File: src/rtl/dbgm_pkg.sv
package dbgm_pkg;
  localparam int NSLOT = 4;
  localparam int CW    = 32;
  localparam int LOWB  = 4;

  typedef enum logic [1:0] {
    BK_EXEC  = 2'b00,
    BK_WRITE = 2'b01,
    BK_IO    = 2'b10,
    BK_RDWR  = 2'b11
  } bk_kind_e;

  typedef enum logic [2:0] {
    SEL_A0   = 3'd0,
    SEL_A1   = 3'd1,
    SEL_A2   = 3'd2,
    SEL_A3   = 3'd3,
    SEL_CTRL = 3'd4,
    SEL_STAT = 3'd5
  } reg_sel_e;

  typedef struct packed {
    logic     en;
    bk_kind_e kind;
    logic [1:0] len;
  } slot_cfg_t;

  function automatic logic [3:0] len_bytes(input logic [1:0] code);
    case (code)
      2'b00:   len_bytes = 4'd1;
      2'b01:   len_bytes = 4'd2;
      2'b11:   len_bytes = 4'd4;
      default: len_bytes = 4'd8;
    endcase
  endfunction

  function automatic slot_cfg_t slot_cfg(input logic [CW-1:0] ctrl, input int idx);
    slot_cfg_t c;
    c.en   = ctrl[2*idx] | ctrl[2*idx+1];
    c.kind = bk_kind_e'(ctrl[16+4*idx +: 2]);
    c.len  = ctrl[18+4*idx +: 2];
    return c;
  endfunction
endpackage

File: src/rtl/dbgm_regs.sv
module dbgm_regs
  import dbgm_pkg::*;
#(
  parameter int AW = 32
) (
  input  logic                     clk,
  input  logic                     rst_n,
  input  logic                     wr_en,
  input  logic [2:0]               wr_sel,
  input  logic [AW-1:0]            wr_data,
  output logic [NSLOT-1:0][AW-1:0] slot_addr,
  output logic [CW-1:0]            ctrl
);
  for (genvar g = 0; g < NSLOT; g++) begin : g_addr
    always_ff @(posedge clk or negedge rst_n) begin
      if (!rst_n)
        slot_addr[g] <= '0;
      else if (wr_en && wr_sel == 3'(g))
        slot_addr[g] <= wr_data;
    end
  end

  always_ff @(posedge clk or negedge rst_n) begin
    if (!rst_n)
      ctrl <= '0;
    else if (wr_en && wr_sel == SEL_CTRL)
      ctrl <= wr_data[CW-1:0];
  end


  ctrl_write_chk: assert property (@(posedge clk) disable iff (!rst_n)
    (wr_en && wr_sel == SEL_CTRL) |=> (ctrl == $past(wr_data[CW-1:0])));
endmodule

File: src/rtl/dbgm_slot.sv
module dbgm_slot
  import dbgm_pkg::*;
#(
  parameter int AW = 32
) (
  input  logic           clk,
  input  logic           rst_n,
  input  slot_cfg_t      cfg,
  input  logic [AW-1:0]  slot_addr,
  input  logic           fetch_valid,
  input  logic [AW-1:0]  fetch_pc,
  input  logic           acc_valid,
  input  logic [AW-1:0]  acc_addr,
  input  logic [1:0]     acc_size,
  input  logic           acc_write,
  output logic           hit
);
  localparam int XW = AW + 1;

  logic [AW-1:0] win_mask;
  logic [AW-1:0] win_base;
  logic [XW-1:0] win_last;
  logic [XW-1:0] acc_first;
  logic [XW-1:0] acc_last;
  logic          overlap;

  always_comb begin
    win_mask  = AW'(len_bytes(cfg.len)) - AW'(1);
    win_base  = slot_addr & ~win_mask;
    win_last  = {1'b0, win_base} + {1'b0, win_mask};
    acc_first = {1'b0, acc_addr};
    acc_last  = acc_first + ((XW'(1) << acc_size) - XW'(1));
    overlap   = (acc_first <= win_last) && ({1'b0, win_base} <= acc_last);
  end

  always_comb begin
    case (cfg.kind)
      BK_EXEC:  hit = fetch_valid && (fetch_pc == slot_addr);
      BK_WRITE: hit = acc_valid && acc_write && overlap;
      BK_RDWR:  hit = acc_valid && overlap;
      default:  hit = 1'b0;
    endcase
  end


  io_never_hits_chk: assert property (@(posedge clk) disable iff (!rst_n)
    (cfg.kind == BK_IO) |-> !hit);

  write_slot_read_chk: assert property (@(posedge clk) disable iff (!rst_n)
    (cfg.kind == BK_WRITE && !acc_write) |-> !hit);
endmodule

File: src/rtl/dbgm_status.sv
module dbgm_status
  import dbgm_pkg::*;
(
  input  logic             clk,
  input  logic             rst_n,
  input  logic [NSLOT-1:0] hits,
  input  logic [NSLOT-1:0] enables,
  input  logic             force_update,
  input  logic             wr_stat,
  input  logic [CW-1:0]    wr_data,
  output logic [CW-1:0]    status,
  output logic             exc_req
);
  logic en_hit;
  logic commit;

  always_comb begin
    en_hit = |(hits & enables);
    commit = en_hit | force_update;
  end

  always_ff @(posedge clk or negedge rst_n) begin
    if (!rst_n) begin
      status  <= '0;
      exc_req <= 1'b0;
    end else begin
      exc_req <= en_hit;
      if (wr_stat)
        status[CW-1:LOWB] <= wr_data[CW-1:LOWB];
      if (commit)
        status[LOWB-1:0] <= hits;
      else if (wr_stat)
        status[LOWB-1:0] <= wr_data[LOWB-1:0];
    end
  end


  exc_has_status_chk: assert property (@(posedge clk) disable iff (!rst_n)
    exc_req |-> (status[LOWB-1:0] != '0));

  upper_kept_chk: assert property (@(posedge clk) disable iff (!rst_n)
    !wr_stat |=> $stable(status[CW-1:LOWB]));

  no_commit_hold_chk: assert property (@(posedge clk) disable iff (!rst_n)
    (!en_hit && !force_update && !wr_stat) |=> $stable(status));

  commit_low_chk: assert property (@(posedge clk) disable iff (!rst_n)
    commit |=> (status[LOWB-1:0] == $past(hits)));
endmodule

File: src/rtl/dbgm_unit.sv
module dbgm_unit
  import dbgm_pkg::*;
#(
  parameter int AW = 32
) (
  input  logic          clk,
  input  logic          rst_n,
  input  logic          cfg_wr_en,
  input  logic [2:0]    cfg_wr_sel,
  input  logic [AW-1:0] cfg_wr_data,
  input  logic          fetch_valid,
  input  logic [AW-1:0] fetch_pc,
  input  logic          acc_valid,
  input  logic [AW-1:0] acc_addr,
  input  logic [1:0]    acc_size,
  input  logic          acc_write,
  input  logic          force_update,
  output logic [31:0]   ctrl_o,
  output logic [31:0]   status_o,
  output logic          dbg_exc_o
);
  logic [NSLOT-1:0][AW-1:0] slot_addr;
  logic [CW-1:0]            ctrl;
  logic [NSLOT-1:0]         hits;
  logic [NSLOT-1:0]         enables;
  logic [CW-1:0]            status;
  logic                     exc_req;

  dbgm_regs #(.AW(AW)) u_regs (
    .clk       (clk),
    .rst_n     (rst_n),
    .wr_en     (cfg_wr_en),
    .wr_sel    (cfg_wr_sel),
    .wr_data   (cfg_wr_data),
    .slot_addr (slot_addr),
    .ctrl      (ctrl)
  );

  for (genvar g = 0; g < NSLOT; g++) begin : g_slot
    slot_cfg_t cfg;
    assign cfg        = slot_cfg(ctrl, g);
    assign enables[g] = cfg.en;
    dbgm_slot #(.AW(AW)) u_slot (
      .clk         (clk),
      .rst_n       (rst_n),
      .cfg         (cfg),
      .slot_addr   (slot_addr[g]),
      .fetch_valid (fetch_valid),
      .fetch_pc    (fetch_pc),
      .acc_valid   (acc_valid),
      .acc_addr    (acc_addr),
      .acc_size    (acc_size),
      .acc_write   (acc_write),
      .hit         (hits[g])
    );
  end

  dbgm_status u_status (
    .clk          (clk),
    .rst_n        (rst_n),
    .hits         (hits),
    .enables      (enables),
    .force_update (force_update),
    .wr_stat      (cfg_wr_en && cfg_wr_sel == SEL_STAT),
    .wr_data      (cfg_wr_data[CW-1:0]),
    .status       (status),
    .exc_req      (exc_req)
  );

  assign ctrl_o    = ctrl;
  assign status_o  = status;
  assign dbg_exc_o = exc_req;


  reset_quiet_chk: assert property (@(posedge clk)
    $rose(rst_n) |-> (status_o == '0 && !dbg_exc_o));
endmodule

File: config.mk
export PLATFORM = sky130hd
export DESIGN_NAME = dbgm_unit
export DESIGN_NICKNAME = d
export VERILOG_FILES = /design/src/rtl/dbgm_pkg.sv /design/src/rtl/dbgm_regs.sv /design/src/rtl/dbgm_slot.sv /design/src/rtl/dbgm_status.sv /design/src/rtl/dbgm_unit.sv
export SDC_FILE = /design/constraint.sdc
export NUM_CORES = 1
export LEC_CHECK = 0
export BUFFER_PORTS_ARGS = -buffer_cell sky130_fd_sc_hd__buf_2
export CAP_MARGIN = 10
export CORE_UTILIZATION = 30
export CTS_CLUSTER_SIZE = 14
export DETAILED_ROUTE_END_ITERATION = 10
export GPL_TIMING_DRIVEN = 0
export REMOVE_ABC_BUFFERS = 1
export SKIP_CTS_REPAIR_TIMING = 1
export SLEW_MARGIN = 20
export SYNTH_ARGS = -nofsm -noshare
export SYNTH_HDL_FRONTEND = slang
export SYNTH_HIERARCHICAL = 1
export SYNTH_SLANG_ARGS = --single-unit
File: constraint.sdc
create_clock -name clk -period 8.45 [get_ports clk]
set_input_delay 1.2675 -clock clk [delete_from_list [all_inputs] [get_ports clk]]
set_output_delay 1.2675 -clock clk [all_outputs]
set_load 0.03 [all_outputs]
**After elaboration in Yosys (flattened, before gate mapping)**

Index checks and enable logic that the tools add are counted.

- Bitwise logic cells: 14
- Equal/unequal tests: 25
- Magnitude comparators: 8
- Shift-type cells: 1
- Reductions and logical operators: 34
- Muxes and demuxes: 10
- $add $sub $neg: 10

Operators with widths:

| operator | count |
|---|---|
| $le 32x33->1 | 8 |
| $add 32x32->33 | 4 |
| $and 32x32->32 | 4 |
| $eq 32x32->1 | 4 |
| $not 32->32 | 4 |
| $pmux 4 s3 | 4 |
| $add 32x33->33 | 1 |
| $shl 1x2->33 const A | 1 |
| $sub 33x1->33 const B | 1 |
| $logic_and 1x1->1 | 23 |
| $sub 4x1->5 const B | 4 |
| $eq 2x1->1 const B | 8 |
| $eq 2x2->1 const B | 8 |
| $logic_not 2->1 | 8 |
| $pmux 1 s3 | 4 |
| $mux 4 | 2 |
| $eq 3x2->1 const B | 2 |
| $eq 3x3->1 const B | 2 |
| $or 1x1->1 | 5 |
| $and 4x4->4 | 1 |
| $reduce_or 4->1 | 1 |
| $eq 3x1->1 const B | 1 |
| $logic_not 3->1 | 1 |
| $reduce_bool 2->1 | 1 |

- Output and inout bits: 65
- Register bits: 193
- Word-level logic and storage cells: 110
- Input port bits: 108

**Logic depth before layout (Yosys ltp)**

Gate-level depths: netlist of the first run.

- Word-level depth: 14
- Gate-level depth with buffers: 25

**Modules after synthesis**

Netlist of the first run, hierarchy kept.

By module, submodules not included:

| module | cells an instance | area an instance (µm²) | times used | sequential area each (µm²) |
|---|---|---|---|---|
| dbgm_slot (g_slot[1].u_slot ...) | 597 | 4212.8 | 2 | 0.0 |
| dbgm_regs | 343 | 6033.3 | 1 | 4003.8 |
| dbgm_slot (g_slot[3].u_slot) | 598 | 4281.6 | 1 | 0.0 |
| dbgm_slot (g_slot[0].u_slot) | 599 | 4229.1 | 1 | 0.0 |
| dbgm_status | 87 | 1330.0 | 1 | 825.8 |
| dbgm_unit | 5 | 35.0 | 1 | 0.0 |

**Worst setup path after synthesis of the first run**

No wires, ideal clock.

- Kind: input to register
- Start: input acc_size[1]
- End: register u_status.status[0]
- Library setup time: 0.122 ns
- Slack: 2.256 ns
- Arrival: 6.072 ns
- Data required time: 8.328 ns
- Stages: 24
- Cell sequence: nand2b_1 ha_1 inv_1 ha_1 fa_1 a21o_1 a31o_1 o311a_4 o31ai_2 o21ai_1 a21o_1 a21oi_2 xor2_1 ha_1 nand4_1 or2_2 or3_1 a311oi_1 nor3_1 o21ai_0 nand3_1 a22oi_1 nand3b_1 a32o_1

- Longest elaborated chain between the ends: 11

RTL lines:

| what | RTL line | source |
|---|---|---|
| from (decl) | dbgm_unit.sv:15 | `input logic [1:0] acc_size,` |
| $shl 1x2->33 * | dbgm_slot.sv:32 | `acc_last = acc_first + ((XW'(1) << acc_size) - XW'(1));` |
| $sub 33x1->33 * | dbgm_slot.sv:32 |  |
| $add 32x33->33 * | dbgm_slot.sv:32 |  |
| $le 32x33->1 * | dbgm_slot.sv:33 | `overlap = (acc_first <= win_last) && ({1'b0, win_base} <= acc_last);` |
| $logic_and 1x1->1 * | dbgm_slot.sv:33 |  |
| $logic_and 1x1->1 (on tied branches) | dbgm_slot.sv:40, dbgm_slot.sv:39 |  |
| $pmux 1 s3 * | dbgm_slot.sv:37 | `case (cfg.kind)` |
| net hits[3] | dbgm_unit.sv:24 | `logic [NSLOT-1:0] hits;` |
| $and 4x4->4 * | dbgm_status.sv:18 | `en_hit = \|(hits & enables);` |
| $reduce_or 4->1 * | dbgm_status.sv:18 |  |
| $or 1x1->1 * | dbgm_status.sv:19 | `commit = en_hit \| force_update;` |
| $mux 4 / $reduce_bool 2->1 (equally long branches) | n/a |  |
| to (signal, indexed assignment) | dbgm_status.sv:29 | `status[CW-1:LOWB] <= wr_data[CW-1:LOWB];` |
| to (signal, indexed assignment) | dbgm_status.sv:31 | `status[LOWB-1:0] <= hits;` |
| to (signal, indexed assignment) | dbgm_status.sv:33 | `status[LOWB-1:0] <= wr_data[LOWB-1:0];` |
| to (decl) | dbgm_status.sv:11 | `output logic [CW-1:0] status,` |

Mark *: on every way through the listed nets, which the timed path passes. The rest lies on a longest branch.
A chain may end at the register's enable or synchronous reset.

**Final worst setup path of the first run**

Same ends and word-level chain as after synthesis.

==> results.toml, run 1 <==
[run_status]
run_status = "finished, final reports clean"

[global_routing]
first_global_vias = 21200
grt_antenna_before_repair = 9
grt_pass1_wl_mm = 132
grt.total_usage_pct = 21.6
grt.overflow.total = 0
grt_max_degree = 94

[pwr]
ir_drop_mv = 0.187
leakagePower_uw = 0.0130
power.density_nw_per_um2 = 197

[clocking]
cts-root-buf = "clkbuf_16"
clockBufferDepth = 2
clock_latency_ns = 0.47
cts_buffers = 17
cts_tree = "done"
clk_pin_slew_worst_paths_ns = 0.09
cts_max_level = 4
cts.sinks = 193

[timing]
fin_skew_ns = 0.0186
min_period_ns = 7.10
slew_viol_final = 0
fin_tns_setup_ns = 0
setup_viol = 0
relSlewSlack_pct = 25.0
fin_ws_ns = 1.35
worst_pin_slew_ns = 1.12
max_freq_ghz = 0.141
min_period_over_period_pct = 84.1
hold_violations = 0
grt_setup_unrepaired = "false"

[synth]
ys_seq_elements = 193
yosys_warnings = 6
yosysSeqAreaShare_pct = 19.8
ys_types = 93
ys_async_sr_fraction_pct = 100
syn_area_per_cell_um2 = 8.61
synth_largest_area_cell = "ha_1"
synth-main-ff-cell = "dfrtp_1"
synth_edf_count = 0
synth.top_cell.area_share_pct = 20.8
synth_area_leaders = "ha_1, dfrtp_1, mux2_2"
synthesis.area_um2 = 24300
syn_inst = 2826

[floorplanning]
coreArea_um2 = 80400
die_area_um2 = 82300
io_pins = 173
num_rows = 104
die_y_um = 287
die_w_um = 287
start_util_pct = 30.3

[route]
routed_wl_mm = 89.5
avgViaCountPerCell = 5.38
post-route-drc-count = 0
dr.pass1.iters = 5
drt_iter0_drc = 1483
antenna_left = 0
route.vias.total = 21900
wl_per_cell_um = 22.0

[cells_and_area]
area_growth_pct = 11.6
drive_gt1_share_pct = 14.9
final_nets = 3503

[worst_setup_path]
crit_type = "primary input to register"
cp-end-kind = "register"
arrival_ns = 7.47
cp-start-kind = "primary input"
cp_max_fo = 16
cp.required_ns = 8.82

[place]
place_congestion = 0.978
dp_hpwl_mm = 71.6
io_buffer_count = 172
pre_cts_slack_ns = 0.903

[run]
drv_cap = 0

[min_path]
worst_hold_path_type = "register to register"
-- Yosys cell counts, drive strengths merged, types with 4 or more instances --
| library cell | n |
|---|---|
| ha | 404 |
| nor2 | 247 |
| inv | 231 |
| xor2 | 196 |
| dfrtp | 193 |
| mux2 | 189 |
| a21oi | 178 |
| nand2 | 132 |
| and2 | 129 |
| o21ai | 118 |
| a21o | 111 |
| xnor2 | 105 |
| nand4 | 83 |
| nand3 | 51 |
| nor4 | 44 |
| nand2b | 42 |
| nor3 | 35 |
| nor2b | 33 |
| buf | 25 |
| clkbuf | 25 |
| o211ai | 24 |
| a211oi | 22 |
| o21a | 21 |
| or2 | 17 |
| a2111oi | 15 |
| a31oi | 14 |
| or3 | 14 |
| o21bai | 12 |
| a211o | 9 |
| and3 | 9 |
| a22oi | 8 |
| a311oi | 5 |
| a31o | 5 |
| o22ai | 5 |
| o31ai | 5 |
| and4 | 4 |
| conb | 4 |
| fa | 4 |
| o211a | 4 |
| o221ai | 4 |
| o31a | 4 |
-- flip-flops by register name, summed over array words and instances (netlist names) --
| name | count |
|---|---|
| u_regs/slot_addr | 128 |
| u_status/exc_req | 1 |
| u_regs/ctrl | 32 |
| u_status/status | 32 |
-- final cells by class --
| type | count | area [µm²] |
|---|---|---|
| diodes | 3 | 7.51 |
| clock buffers | 17 | 425 |
| clock inverters | 15 | 195 |
| fillers | 8461 | 53200 |
| inverters | 231 | 867 |
| multi-input cells | 2352 | 18400 |
| flip-flops and latches | 193 | 4830 |
| well taps | 1060 | 1330 |
| repair buffers | 192 | 1110 |
-- cell usage in the layout (no fill, tap or decap), types with 7 or more instances in the layout --
cell type and n:
ha_1 404, nor2_1 247, inv_1 231, xor2_1 196
dfrtp_1 193, a21oi_1 172, buf_2 171, mux2_2 167
nand2_1 132, and2_1 128, a21o_1 111, o21ai_0 107
xnor2_1 105, nand4_1 83, nand3_1 48, nor4_1 41
nand2b_1 40, nor3_1 34, nor2b_1 29, o211ai_1 24
a211oi_1 22, o21a_1 21, mux2_1 21, clkbuf_16 17
or3_1 14, a31oi_1 14, or2_2 13, o21bai_1 12
a2111oi_0 10, o21ai_1 9, and3_1 9, a211o_1 9
buf_6 9, buf_4 7
-- cell families (layout without fill, tap and decap cells) --
logic type      Yosys count  count (layout)  share of synthesized area (%)
other cells               4               7                         0.0617
compound gates          588             588                           16.1
simple gates            859             859                           18.4
xor+xnor                301             301                           10.8
flops                   193             193                           19.8
mux                     192             192                           8.88
buf+inv                 281             455                           4.83
fa+ha+maj               408             408                           21.1
-- worst paths after layout --
| path | start | end | slack [ns] | depth (start not counted) |
|---|---|---|---|---|
| setup / recovery | acc_size[1] | u_status/status[0] | 1.35 | 25 |
| hold / removal | u_regs/ctrl[14] | u_regs/ctrl[14] | 0.50 | 1 |
| setup reg to reg | u_regs/ctrl[27] | u_status/status[0] | 3.43 | 17 |
| hold reg to reg | u_regs/ctrl[14] | u_regs/ctrl[14] | 0.50 | 1 |
| max in group asynchronous | rst_n | u_regs/ctrl[22] | 6.67 | 3 |
| min in group asynchronous | rst_n | u_status/status[23] | 0.66 | 1 |
-- critical path, cell delays in order --
cell	delay (ns)
buf_2	0.21
nand2b_1	0.19
ha_1	0.28
inv_1	0.04
ha_1	0.20
fa_1	0.47
a21o_1	0.21
a31o_1	0.26
o311a_4	0.36
o31ai_2	0.32
o21ai_1	0.15
a21o_1	0.21
a21oi_2	0.15
xor2_1	0.09
ha_1	0.28
nand4_1	0.12
or2_2	0.35
or3_1	0.42
a311oi_1	0.34
nor3_1	0.08
o21ai_0	0.22
nand3_1	0.42
a22oi_1	0.47
nand3b_1	0.13
a32o_1	0.22
-- report_power, final --
group / switching, µW / internal, µW / leakage, µW
sequential: 386 / 1130 / 0.00232
combinational: 1700 / 1270 / 0.0104
clock: 463 / 407 / 0.000301
total: 2550 / 2800 / 0.0130
-- layer usage --
layer  up-vias  track usage, %  routed length, µm  part of all wire, %
met3       200            2.42               5220                  5.8
li1      10400               -                  -                    -
met4         4            12.5               5700                  6.4
met2       751            34.8              40100                   45
met1     10500            27.8              38400                   43
met5         -               0                 27                0.030
-- per-stage QoR --
step	cells	utilization, %	hold WS [ns]	instance area (µm²)	total power [µW]
floorplan	2776	-	0.515	24000	3480
CTS	4060	33.8	0.496	27200	5350
finish	4063	33.8	0.495	27200	5360
detailed placement	4028	33.0	0.476	26500	4450
global placement	4008	32.6	0.464	26200	4400
global route	4060	33.8	0.509	27200	5770
Note: power is estimated with default switching activity, not from simulation.
==> inputs of run 2 (changes only) <==
Clock period 8.45 ns to 7.1 ns, I/O delays scaled along.
==> results.toml, run 2 (synthesis results as in run 1) <==
[clocking]
cts.sinks = 193
cts_buffers = 17
clk_pin_slew_worst_paths_ns = 0.09
clockBufferDepth = 2
cts_tree = "done"
cts_max_level = 4
cts-root-buf = "clkbuf_16"
clock_latency_ns = 0.47

[place]
dpl_cell_area_um2 = 26500
pre_cts_slack_ns = -0.245
dp_hpwl_mm = 71.6
io_buffer_count = 172
place_congestion = 0.978

[floorplanning]
coreArea_um2 = 80400
die_w_um = 287
die_area_um2 = 82300
io_pins = 173
die_y_um = 287
num_rows = 104
start_util_pct = 30.3

[route]
dr.pass1.iters = 6
post-route-drc-count = 0
avgViaCountPerCell = 5.38
drt_iter0_drc = 1423
wl_per_cell_um = 22.0
routed_wl_mm = 89.4
antenna_left = 0
route.vias.total = 21900

[timing]
slew_viol_final = 0
grt_setup_unrepaired = "false"
relSlewSlack_pct = 28.6
max_freq_ghz = 0.149
fin_skew_ns = 0.0190
setup_viol = 0
min_period_ns = 6.72
worst_pin_slew_ns = 1.06
fin_ws_ns = 0.383
min_period_over_period_pct = 94.6
hold_violations = 0

[worst_setup_path]
slowest_stage = "a32oi_1"
max_stage_delay_ns = 0.85
cp-start-kind = "primary input"
cp-end-kind = "register"
crit_path_frequent_cell = "ha_1"
cp.required_ns = 7.47
crit_type = "primary input to register"
arrival_ns = 7.09
crit_family = "compound AO/OA/AOI/OAI gates"
path_buf_inv = 2
cp_max_fo = 16
path_cells = "buf_2, nand2b_1, ha_1, inv_1, ha_1, a211oi_1, o211ai_1, a32oi_1, o21ai_0, and3_1, a21oi_1, o221ai_1, xnor2_1, ha_1, a2111oi_0, o211ai_1, o211a_1, a22oi_2, a22oi_2, and2_2, a22o_1"

[cells_and_area]
largest-register = "u_regs/slot_addr"
reg.largest.list = "u_regs/slot_addr x128, u_regs/ctrl x32, u_status/status x32"
drive_gt1_share_pct = 15.0
largest_register_ffs = 128
final_area_um2 = 27200
fillCellCount = 8459
final_cell_mix = "ha_1, nor2_1, inv_1"
layout_commonest_cell = "ha_1"
final_nets = 3503
area_growth_pct = 11.7
multi_input_area_um2 = 18400
register_area_um2 = 4830
utilization_pct = 33.8

[run_status]
run_status = "finished, final reports clean"

[global_routing]
grt_pass1_wl_mm = 132
first_global_vias = 21200
grt.overflow.total = 0
grt_antenna_before_repair = 9
grt.total_usage_pct = 21.6
grt_max_degree = 94

[pwr]
power_uw = 6380
ir_drop_mv = 0.223
power.density_nw_per_um2 = 235
leakagePower_uw = 0.0130

[min_path]
worst_hold_path_type = "primary input to asynchronous set/reset pin"

[run]
drv_cap = 0
-- run 2: cell count changes in the layout (fill, tap and decap cells not counted) --
| cell | change |
|---|---|
| nand3_1 | -1 |
| nand3_2 | +1 |
| a22oi_1 | -1 |
| diode_2 | +3 |
| a22oi_2 | +1 |
-- run 2: metrics by stage --
step	cells	hold WS, ns	TNS (ns)
after CTS	4060	0.444	0
after global routing	4060	0.468	0
after detailed placement	4028	0.476	-1.15
after global placement	4008	0.464	-75.95
after floorplan	2776	0.515	0
final	4066	0.460	0
-- run 2: cell type report --
class	instances	area share, %
clock inverter	15	0.718
antenna	6	0.0552
multi-input combinational	2352	67.7
inverter	231	3.19
sequential	193	17.8
timing repair buffer	192	4.10
tap	1060	4.88
clock buffer	17	1.56
-- run 2: layer usage --
layer  share of wire (%)  track usage [%]
met1                  43             27.8
met2                  45             34.8
met3                 5.8             2.42
met4                 6.4             12.5
met5               0.016                0
-- run 2: final timing paths --
kind / start / end / slack (ns) / cells past startpoint
max in group asynchronous: rst_n / u_regs/ctrl[22] / 5.52 / 3
min in group clk: u_regs/ctrl[14] / u_regs/ctrl[14] / 0.50 / 1
hold reg to reg: u_regs/ctrl[14] / u_regs/ctrl[14] / 0.50 / 1
hold / removal: rst_n / u_status/status[23] / 0.46 / 1
setup / recovery: acc_size[0] / u_status/status[1] / 0.38 / 21
setup reg to reg: u_regs/ctrl[27] / u_status/status[1] / 2.13 / 17
-- run 2: where the power goes --
group | leakage (µW) | internal (µW) | switching, µW
Sequential | 0.00232 | 1340 | 460
Combinational | 0.0104 | 1510 | 2030
Clock | 0.000301 | 485 | 551
Total | 0.0130 | 3340 | 3040
==> inputs of run 3 (changes only) <==
Settings changed: CORE_UTILIZATION 30 to 35, SLEW_MARGIN 20 to 15.
==> results.toml, run 3 (synthesis results as in run 1) <==
[cells_and_area]
area_growth_pct = 10.9
largest_register_ffs = 128
reg.largest.list = "u_regs/slot_addr x128, u_regs/ctrl x32, u_status/status x32"
layout.cells.non_filler = 3928
largest-register = "u_regs/slot_addr"
multi_input_area_um2 = 18400
final_nets = 3500
utilization_pct = 39.3
drive_gt1_share_pct = 14.9
final_cell_mix = "ha_1, nor2_1, inv_1"
n_antenna_cell = 0
fillCellCount = 7230
layout_commonest_cell = "ha_1"
register_area_um2 = 4830

[run_status]
run_status = "finished, final reports clean"

[floorplanning]
start_util_pct = 35.4
die_area_um2 = 70600
num_rows = 96
die_w_um = 266
coreArea_um2 = 68700
io_pins = 173
die_y_um = 266

[clocking]
clock_latency_ns = 0.46
clk_pin_slew_worst_paths_ns = 0.08
cts-root-buf = "clkbuf_16"
cts.sinks = 193
cts_buffers = 17
cts_max_level = 4
clockBufferDepth = 2
cts_tree = "done"

[timing]
min_period_ns = 6.81
relSlewSlack_pct = 28.4
max_freq_ghz = 0.147
fin_skew_ns = 0.00767
slew_viol_final = 0
grt_setup_unrepaired = "false"
setup_viol = 0
hold_ws_ns = 0.491
hold_violations = 0
min_period_over_period_pct = 96.0
fin_ws_ns = 0.287
worst_pin_slew_ns = 1.06

[worst_setup_path]
r2r_cells = 17
crit_start = "acc_size[1]"
r2r_slack_ns = 2.05
arrival_ns = 7.14
cp-endpoint = "u_status/status[3]"
cp_max_fo = 16
rr_startpoint = "u_regs/ctrl[27]"
crit_type = "primary input to register"
r2r_end = "u_status/status[1]"
cp-start-kind = "primary input"
cp-end-kind = "register"
cp.required_ns = 7.43

[run]
drv_cap = 0

[pwr]
switching_share_pct = 47.7
p_int_uw = 3330
clkPwrFrac_pct = 15.5
power.density_nw_per_um2 = 236
switching_power_uw = 3040
ir_drop_mv = 0.221
power_uw = 6370
leakagePower_uw = 0.0130
p_comb_share_pct = 55.5
seq_power_share_pct = 29.0

[route]
drt_iter0_drc = 1641
route.vias.total = 21900
wl_per_cell_um = 22.3
antenna_left = 0
dr.pass1.iters = 5
avgViaCountPerCell = 5.57
routed_wl_mm = 87.4
post-route-drc-count = 0

[place]
dp_hpwl_mm = 70.2
place_congestion = 0.974
dp.cells = 3896
io_buffer_count = 172
pre_cts_slack_ns = -0.190

[min_path]
holdPathStages = 1
worst_hold_path_type = "register to register"

[global_routing]
grt.overflow.total = 0
grt_antenna_before_repair = 5
grt_pass1_wl_mm = 131
first_global_vias = 21200
grt_max_degree = 105
grt.total_usage_pct = 24.7
[run 3: cell types whose count changed in the layout (fill, tap and decap cells not counted), moves of 2 or more]
cell / previous run / this run
buf_6: 9 / 12
inv_12: 2 / 0
buf_8: 2 / 4
buf_4: 7 / 0
diode_2: 6 / 0
[run 3: area by class of cell]
cell class                 instances  share of cell area [%]
inverter                         231                    3.21
clock inverter                    14                   0.621
multi-input combinational       2352                    68.2
clock buffer                      18                    1.63
timing repair buffer             189                    4.07
sequential                       193                    17.9
tap                              931                    4.32
[run 3: through the flow]
| stage | TNS (ns) | area (µm²) |
|---|---|---|
| 2_1_floorplan | 0 | 24000 |
| 3_3_place_gp | -65.03 | 26100 |
| 3_5_place_dp | -0.870 | 26400 |
| 4_1_cts | 0 | 27000 |
| 5_1_grt | 0 | 27000 |
| 6_report | 0 | 27000 |
[run 3: power groups by stage]
stage	sequential [µW]	combinational (µW)	clock, µW
2_1_floorplan	1770	2370	0
3_3_place_gp	1830	3440	0
3_5_place_dp	1840	3500	0
4_1_cts	1810	3520	998
5_1_grt	1860	3950	1040
6_report	1850	3540	986
[run 3: worst max-delay path: stages]
cell and delay (ns):
buf_2 0.23, nand2b_1 0.20, ha_1 0.28, inv_1 0.03, ha_1 0.20, fa_1 0.47
a21o_1 0.21, a31o_1 0.26, o311a_4 0.36, o31ai_2 0.31, o21ai_1 0.15, a21o_1 0.21
a21oi_2 0.14, xor2_1 0.08, ha_1 0.28, nand4_1 0.11, or2_2 0.34, or3_1 0.43
a311oi_1 0.37, nor3_1 0.09, o21ai_0 0.17, nand3_1 0.42, a22oi_2 0.40, and2_2 0.23
a31oi_1 0.08
[run 3: routing by layer]
layer | GRT usage [%] | up-vias | share of wire, %
li1 | - | 10400 | -
met1 | 32.3 | 10600 | 44
met2 | 40.1 | 692 | 45
met3 | 3.17 | 161 | 6.1
met4 | 11.8 | 4 | 5.2
met5 | 0 | - | 0.026
[run 3: worst min path at each step]
stage	to	from
3_5_place_dp	u_regs/ctrl[15]	u_regs/ctrl[15]
3_3_place_gp	u_regs/ctrl[15]	u_regs/ctrl[15]
2_1_floorplan	u_regs/slot_addr[64]	u_regs/slot_addr[64]
6_report	u_regs/ctrl[14]	u_regs/ctrl[14]
4_1_cts	u_regs/ctrl[14]	u_regs/ctrl[14]
5_1_grt	u_status/status[24]	u_status/status[24]
